==> config.mk <==
export PLATFORM = sky130hd
export DESIGN_NAME = gh_dir_pred
export DESIGN_NICKNAME = d
export VERILOG_FILES = /design/src/rtl/gh_dir_pred_pkg.sv /design/src/rtl/gh_hist_reg.sv /design/src/rtl/gh_ctr_table.sv /design/src/rtl/gh_dir_pred.sv
export SDC_FILE = /design/constraint.sdc
export NUM_CORES = 1
export LEC_CHECK = 0
export BUFFER_PORTS_ARGS = -buffer_cell sky130_fd_sc_hd__buf_4
export CAP_MARGIN = 5
export CORE_AREA = 2 2 140 128
export CTS_BUF_LIST = sky130_fd_sc_hd__clkbuf_4 sky130_fd_sc_hd__clkbuf_8 sky130_fd_sc_hd__clkbuf_16
export DETAILED_ROUTE_END_ITERATION = 7
export DIE_AREA = 0 0 142 130
export GPL_ROUTABILITY_DRIVEN = 0
export PLACE_DENSITY = 0.66
export RECOVER_POWER = 25
export SLEW_MARGIN = 0
export SYNTH_ARGS = -nofsm -noshare
export SYNTH_HDL_FRONTEND = slang
export SYNTH_SLANG_ARGS = --single-unit
==> constraint.sdc <==
create_clock -name clk -period 3.95 [get_ports clk]
set_input_delay 0.79 -clock clk [delete_from_list [all_inputs] [get_ports clk]]
set_output_delay 0.79 -clock clk [all_outputs]
set_load 0.02 [all_outputs]
==> src/rtl/gh_dir_pred_pkg.sv <==
package gh_dir_pred_pkg;
  localparam int CTR_W = 2;
  typedef logic [CTR_W-1:0] ctr_t;
  localparam ctr_t CTR_MAX  = '1;
  localparam ctr_t CTR_MIN  = '0;
  localparam ctr_t CTR_INIT = ctr_t'(1);

  // One saturating step toward the resolved direction
  function automatic ctr_t ctr_step(input ctr_t cur, input logic taken);
    ctr_t nxt;
    nxt = cur;
    if (taken && cur != CTR_MAX) nxt = cur + ctr_t'(1);
    if (!taken && cur != CTR_MIN) nxt = cur - ctr_t'(1);
    return nxt;
  endfunction

  // Direction read from a counter: its upper half means taken
  function automatic logic ctr_dir(input ctr_t cur);
    return cur[CTR_W-1];
  endfunction
endpackage

==> src/rtl/gh_hist_reg.sv <==
module gh_hist_reg #(
  parameter int HIST_W = 6
) (
  input  logic              clk,
  input  logic              rst_n,
  input  logic              shift_en,
  input  logic              shift_bit,
  input  logic              load_en,
  input  logic [HIST_W-1:0] load_val,
  output logic [HIST_W-1:0] hist
);
  logic [HIST_W-1:0] hist_q;
  logic [HIST_W-1:0] hist_shifted;

  generate
    if (HIST_W > 1) begin : g_wide
      assign hist_shifted = {hist_q[HIST_W-2:0], shift_bit};
    end else begin : g_one
      assign hist_shifted = shift_bit;
    end
  endgenerate

  always_ff @(posedge clk or negedge rst_n) begin
    if (!rst_n)        hist_q <= '0;
    else if (load_en)  hist_q <= load_val;
    else if (shift_en) hist_q <= hist_shifted;
  end

  assign hist = hist_q;
endmodule

==> src/rtl/gh_ctr_table.sv <==
module gh_ctr_table
  import gh_dir_pred_pkg::*;
#(
  parameter int IDX_W = 6
) (
  input  logic             clk,
  input  logic             rst_n,
  input  logic [IDX_W-1:0] rd_idx,
  output ctr_t             rd_val,
  input  logic             wr_en,
  input  logic [IDX_W-1:0] wr_idx,
  input  logic             wr_taken,
  output ctr_t             wr_old,
  output ctr_t             wr_new
);
  localparam int DEPTH = 1 << IDX_W;

  ctr_t ctr_q [DEPTH];

  assign rd_val = ctr_q[rd_idx];
  assign wr_old = ctr_q[wr_idx];
  assign wr_new = ctr_step(wr_old, wr_taken);

  generate
    for (genvar e = 0; e < DEPTH; e++) begin : g_ent
      always_ff @(posedge clk or negedge rst_n) begin
        if (!rst_n)
          ctr_q[e] <= CTR_INIT;
        else if (wr_en && wr_idx == IDX_W'(e))
          ctr_q[e] <= wr_new;
      end
    end
  endgenerate
endmodule

==> src/rtl/gh_dir_pred.sv <==
module gh_dir_pred
  import gh_dir_pred_pkg::*;
#(
  parameter int HIST_W = 6
) (
  input  logic              clk,
  input  logic              rst_n,
  input  logic [HIST_W-1:0] pred_pc_bits,
  output logic              pred_taken,
  output logic [HIST_W-1:0] pred_idx,
  input  logic              upd_valid,
  input  logic [HIST_W-1:0] upd_idx,
  input  logic              upd_taken,
  input  logic              flush,
  input  logic [HIST_W-1:0] flush_hist
);
  localparam int IDX_W = HIST_W;

  // Named internal events for the checker
  logic [HIST_W-1:0] hist_now;
  logic [IDX_W-1:0]  hash_idx;
  ctr_t              pred_ctr;
  ctr_t              upd_ctr_old;
  ctr_t              upd_ctr_new;

  gh_hist_reg #(.HIST_W(HIST_W)) u_hist (
    .clk      (clk),
    .rst_n    (rst_n),
    .shift_en (upd_valid),
    .shift_bit(upd_taken),
    .load_en  (flush),
    .load_val (flush_hist),
    .hist     (hist_now)
  );

  assign hash_idx = IDX_W'(hist_now ^ pred_pc_bits);

  gh_ctr_table #(.IDX_W(IDX_W)) u_tbl (
    .clk     (clk),
    .rst_n   (rst_n),
    .rd_idx  (hash_idx),
    .rd_val  (pred_ctr),
    .wr_en   (upd_valid),
    .wr_idx  (upd_idx),
    .wr_taken(upd_taken),
    .wr_old  (upd_ctr_old),
    .wr_new  (upd_ctr_new)
  );

  assign pred_idx   = hash_idx;
  assign pred_taken = ctr_dir(pred_ctr);
endmodule

==> summary.md, run 1 <==
| Metric | Value |
|---|---|
| Slew Limit Fails | 65 |
| Layout area overhead | 15.3% |
| Nets@finish | 779 |
| DR vias/cell | 6.32 |
| Clk_skew | 6.58 ps |
| Initial core utilization | 0.438 |
| Post-synthesis sequential area ratio | 0.455 |
| Io pins | 30 |
| Unrepaired setup endpoints after global routing | false |
| Critical path peak fanout | 37 |
| LEAKAGE | 3.56 nW |
| Hold Startpoint | u_tbl.ctr_q[66] |
| Slew margin rel. | -0.0737 |
| Worst Hold Depth | 2 |
| Via count of the first global-routing pass | about 6,000 |
| CP Launch Type | input pin |
| Die area | 18,500 um2 |
| Most frequent cells in the layout | nor2_1 (116), dfrtp_1 (70), mux2i_1 (67) |
| CTS Root Cell | clkbuf_16 |
| Site row count | 46 |
| Die Ht | approximately 130 um |
| Ranking of synthesized cells by area | dfrtp_1 (23%), dfstp_2 (22%), mux2i_1 (8.9%) |
| GR Layer Usage met2 | 0.366 |
| Routed via count | between 6,000 and 7,000 |
| R2R Path End | u_tbl.ctr_q[81] |
| Reg2Reg Launch Point | u_tbl.ctr_q[64] |
| H-tree depth | 4 |
| Worst Hold End | u_tbl.ctr_q[66] |
| Post-CTS Resized | 0 |
| Final HPWL DP | 14,600 um |
| IR drop worst, VDD | 311 uV |
| Syn_nets | roughly 760 |
| CP cell instances | buf_4 -> buf_12 -> mux2i_1 -> a22oi_1 -> nand2_1 -> o22ai_1 -> nor2_1 -> o21a_1 -> ha_1 -> a211oi_1 -> nand2_1 -> buf_4 -> a41oi_1 |
| Pwr/cell area | 556 nW/um2 |
| Dpl cell area | 8060 um2 |
| Fraction of layout cells with a size suffix above 1 | 0.273 |
| Synth cell types | 47 |
| Crit end category | flop |
| Max-cap violations | 1 |
| Worst reg-to-reg path cell count | 11 |
| DRT iter0 DRCs | 663 |
| Setup-failing EPs final | 0 |
| CP peak stage delay | between 500 and 600 ps |
| CTS buffer count | 17 |
| Final period utilization | 0.914 |
| Fin Setup TNS | 0 ps |
| Initial antenna violation count | 0 |
| Final WL | 21,400 um |
| Minimum clock period | 3610 ps |
| Final Hold Fails | 0 |
| Busiest metal layer after global routing | met2 |
| Wirelength per Cell | 21.8 um |
| GR Util met1 | 0.333 |
| Worst path arrival time | between 3000 and 4000 ps |
| Post-Syn Area | 7540 um2 |
| Antenna Nets Post-Route | 0 |
| First-pass DRT Iterations | 5 |
| Port bufs | 29 |
| Clock slew at reported path FFs | 60 ps |
| Failing checks | max-capacitance violations, max-slew violations |
| Synth Area per Inst | 10.3 um2 |
| Hold Buf Count CTS | 0 |
| Yosys top cell area share | 0.232 |
| Critical path class | in -> reg |
| Core box area | around 17,000 um2 |
| Leading area contributor after synthesis | dfrtp_1 |
| CP bufs+invs | 3 |
| Worst-Margin Slew | 1610 ps |
| First-pass GRT wire length | 33,800 um |
| Commonest non-fill, non-tap cell in the layout | nor2_1 |
| Number of synthesized register bits | 134 |
| Synth warnings | 0 |
| Met3 Usage GRT | 0.0675 |
| Family with the most delay on the worst path | compound AO/OA/AOI/OAI gates |
| Status | finished, violations left |
| Clock Path Buffers | 2 |
| Die Wd | between 100 and 150 um |
| R2R Setup Slk | 910 ps |
| Crit path required time | around 4300 ps |
| CTS tree | yes |
| Cells after synthesis | 732 |
| CP max stage cell | buf_4 |
| HP Class | reg -> reg |
| Worst skew pair latency | 430 ps |
| Post-CTS Setup Bufs | 0 |
| Global Route Usage Sum | 0.242 |
| DR DRC count | 0 |
| Largest net degree at the start of global routing | 71 |
| Total clock sinks | 134 |
| Grt ovf | 0 |
| Final non-filler cell area | 8700 um2 |
| Antenna fix cells | 0 |
| Fmax | 277 MHz |
-- worst reg2reg max path, stage by stage (launching register included) --
cell and delay (ps):
dfstp_2 370, mux4_2 460, mux2i_1 180, o22a_1 200
and3_1 240, nand2_1 90, o21ai_0 80, ha_1 320
a211oi_1 410, nand2_1 100, buf_4 230, a41oi_1 270
-- flip-flops by register name, summed over array words and instances (netlist names) --
signal and flops:
u_tbl.ctr_q 128, u_hist.hist 6
-- through the flow --
stage,util,power [mW],setup WS (ps),hold WS (ps),std cells
floorplan,-,2.70,232,441,732
global placement,0.468,3.05,1.54,454,951
detailed placement,0.468,3.11,-74.6,457,951
CTS,0.506,4.84,374,465,982
global route,0.505,5.05,162,486,982
finish,0.505,4.84,341,461,982
-- synthesized netlist by cell type (all sizes together) --
cell type  number
nor2          116
dfrtp          70
mux2i          67
dfstp          64
nand2          57
a31oi          43
o21ai          39
mux2           35
a21oi          29
buf            28
clkbuf         26
a41oi          22
mux4           22
a22oi          21
nand3          18
o31ai          17
nor2b           8
inv             7
xor2            7
nor3            4
a211oi          3
and3            3
nand2b          3
nand4           3
nor4            3
o22ai           3
and2            2
ha              2
o21a            2
o22a            2
a21boi          1
nor3b           1
o211ai          1
or2             1
or3             1
xnor2           1
-- layer usage --
metal | routed length [um] | share of wire | vias up
met2 | 9610 | 0.45 | 323
li1 | - | - | 2758
met3 | 1990 | 0.093 | 50
met1 | 9290 | 0.43 | 3074
met4 | 505 | 0.024 | 0
met5 | 0 | 0 | -
-- power breakdown --
| part | switching, mW | leakage [nW] | internal (mW) |
|---|---|---|---|
| sequential | 0.213 | 1.55 | 1.76 |
| clock | 0.603 | 0.308 | 1.13 |
| combinational | 0.616 | 1.70 | 0.514 |
| total | 1.43 | 3.56 | 3.41 |
-- cell type report --
type	count	area (um2)
Multi-Input combinational cell	537	3810
Inverter	7	26.3
Clock inverter	13	205
Sequential cell	134	3430
Timing Repair Buffer	57	509
Tap cell	216	270
Clock buffer	18	439
Fill cell	1487	8510
-- worst max path at each step --
stage	depth (start not counted)	to	startpoint
after floorplan	15	u_tbl.ctr_q[75]	upd_idx[0]
after global placement	13	u_tbl.ctr_q[9]	upd_idx[1]
after detailed placement	13	u_tbl.ctr_q[93]	upd_idx[1]
after CTS	13	u_tbl.ctr_q[81]	upd_idx[1]
after global routing	13	u_tbl.ctr_q[73]	upd_idx[1]
final	13	u_tbl.ctr_q[81]	upd_idx[1]
-- kinds of logic after synthesis --
kind of cell / synth area share
flops: 0.455
fa+ha+maj: 0.00332
mux: 0.210
buf+inv: 0.0428
simple gates: 0.122
compound gates: 0.156
xor+xnor: 0.0103
No activity file was read; power rests on OpenSTA's default activity.
==> inputs of run 2 (changes only) <==
--- a/config.mk
+++ b/config.mk
@@ -9,8 +9,8 @@
 export CAP_MARGIN = 5
-export CORE_AREA = 2 2 140 128
+export CORE_AREA = 2 2 133 135
 export CTS_BUF_LIST = sky130_fd_sc_hd__clkbuf_4 sky130_fd_sc_hd__clkbuf_8 sky130_fd_sc_hd__clkbuf_16
 export DETAILED_ROUTE_END_ITERATION = 7
-export DIE_AREA = 0 0 142 130
+export DIE_AREA = 0 0 135 137
 export GPL_ROUTABILITY_DRIVEN = 0
-export PLACE_DENSITY = 0.66
+export PLACE_DENSITY = 0.65
 export RECOVER_POWER = 25
==> constraint.sdc (replaced) <==
create_clock -name clk -period 3.95 [get_ports clk]
set_input_delay 1.185 -clock clk [delete_from_list [all_inputs] [get_ports clk]]
set_output_delay 1.185 -clock clk [all_outputs]
set_load 0.05 [all_outputs]
==> summary.md, run 2 (synthesized netlist as in run 1, its figures left out) <==
| Metric | Value |
|---|---|
| DRT iter0 DRCs | between 700 and 800 |
| Top reg by flops | u_tbl.ctr_q |
| Slew margin rel. | -0.188 |
| Worst path arrival time | 2980 ps |
| Antenna Nets Post-Route | 0 |
| Fraction of layout cells with a size suffix above 1 | 0.315 |
| Setup-failing EPs final | 1 |
| Crit end category | primary output |
| Core box area | 17,100 um2 |
| HP Class | reg -> reg |
| Wirelength per Cell | about 21 um |
| Minimum clock period | 4160 ps |
| Antenna fix cells | 0 |
| First-pass GRT wire length | 35,200 um |
| Worst Hold Depth | 2 |
| Worst Slack Setup Final | -212 ps |
| CTS Root Cell | clkbuf_16 |
| Final period utilization | 1.05 |
| Worst reg-to-reg path cell count | 13 |
| Io pins | 30 |
| CTS tree | yes |
| Clk_skew | 9.10 ps |
| DR vias/cell | around 6 |
| Unrepaired setup endpoints after global routing | true |
| Slew Limit Fails | 69 |
| Total clock sinks | 134 |
| Fmax | 240 MHz |
| CTS buffer count | 17 |
| Layout area overhead | 20.0% |
| Site row count | 48 |
| CP Launch Type | input pin |
| Worst-Margin Slew | 1780 ps |
| Global Route Usage Sum | 0.250 |
| R2R Path End | u_tbl.ctr_q[29] |
| H-tree depth | 4 |
| Hold Startpoint | u_tbl.ctr_q[66] |
| Die Ht | 137 um |
| Hold Buf Count CTS | 0 |
| Initial antenna violation count | 0 |
| Commonest non-fill, non-tap cell in the layout | nor2_1 |
| Largest register FFs | 128 |
| DR DRC count | 0 |
| Tot Pwr | between 4 and 5 mW |
| Pwr/cell area | 540 nW/um2 |
| Initial core utilization | 0.442 |
| Reg2Reg Launch Point | u_tbl.ctr_q[16] |
| Final WL | approximately 22,000 um |
| WHS | 463 ps |
| Via count of the first global-routing pass | 6,227 |
| LEAKAGE | 3.73 nW |
| First-pass DRT Iterations | 6 |
| Die Wd | 135 um |
| Final HPWL DP | around 15,000 um |
| Worst Hold End | u_tbl.ctr_q[66] |
| Critical path peak fanout | 12 |
| Most frequent cells in the layout | nor2_1 (116), buf_4 (70), dfrtp_1 (70) |
| IR drop worst, VDD | 287 uV |
| Die area | 18,500 um2 |
| Clock Path Buffers | 2 |
| R2R Setup Slk | between 900 and 1000 ps |
| Max-cap violations | 1 |
| Port bufs | 29 |
| Final Hold Fails | 0 |
| Routed via count | 6,327 |
| Grt ovf | 0 |
| Nets@finish | between 800 and 900 |
| Critical path class | in -> out |
| Clock slew at reported path FFs | 60 ps |
| Failing checks | max-capacitance violations, max-slew violations, negative setup slack |
| Crit path required time | 2760 ps |
| Worst skew pair latency | between 400 and 500 ps |
| Status | finished, violations left |
| Largest net degree at the start of global routing | 70 |
[run 2: power breakdown]
part	internal (mW)	total [mW]	switching, mW
registers	1.76	2.00	0.233
logic	0.593	1.24	0.649
clock network	1.03	1.65	0.623
[run 2: cell type report]
cell class,count,area [um2]
inverter,7,26.3
multi-input combinational,537,3880
fill,1470,8000
timing repair buffer,88,823
clock inverter,12,153
tap,225,282
sequential,134,3430
clock buffer,20,460
[run 2: stage by stage]
step	instance area [um2]	TNS, ps	cells	util	worst slack, ps
5_1_grt	9050	-317	1023	0.531	-317
4_1_cts	9020	-255	1023	0.529	-255
3_5_place_dp	8390	-20100	989	0.492	-327
6_report	9050	-212	1023	0.531	-212
2_1_floorplan	7620	-164	732	-	-164
3_3_place_gp	8390	-12920	989	0.492	-326
[run 2: worst max-delay path by stage]
stage | to | cells after the start | from | slack (ps)
final | pred_taken | 10 | pred_pc_bits[0] | -210
after CTS | pred_taken | 10 | pred_pc_bits[0] | -250
after global routing | pred_taken | 11 | pred_pc_bits[0] | -320
after detailed placement | u_tbl.ctr_q[13] | 11 | upd_idx[0] | -330
after floorplan | pred_taken | 7 | pred_pc_bits[0] | -160
after global placement | pred_taken | 10 | pred_pc_bits[0] | -330
[run 2: routing by layer]
metal / vias to the layer above / track usage / wire (um)
met5: - / 0 / 0
met4: 0 / 0.121 / 789
met3: 59 / 0.0570 / 1800
met2: 340 / 0.383 / 10000
met1: 3105 / 0.338 / 9180
li1: 2823 / - / -
[run 2: what timing repair did]
item | in CTS | in global routing
pin swaps | 0 | 1
buffers inserted | 2 | 0
resized for setup | 4 | 10
endpoints found under the setup margin | 1 | 44
[run 2: critical path, cell delays in order]
cell and delay, ps:
buf_8 100, xor2_4 190, buf_12 170, buf_6 130, mux4_2 500, mux2i_1 140, mux2i_1 100, o22ai_2 200
a211oi_4 90, buf_6 170
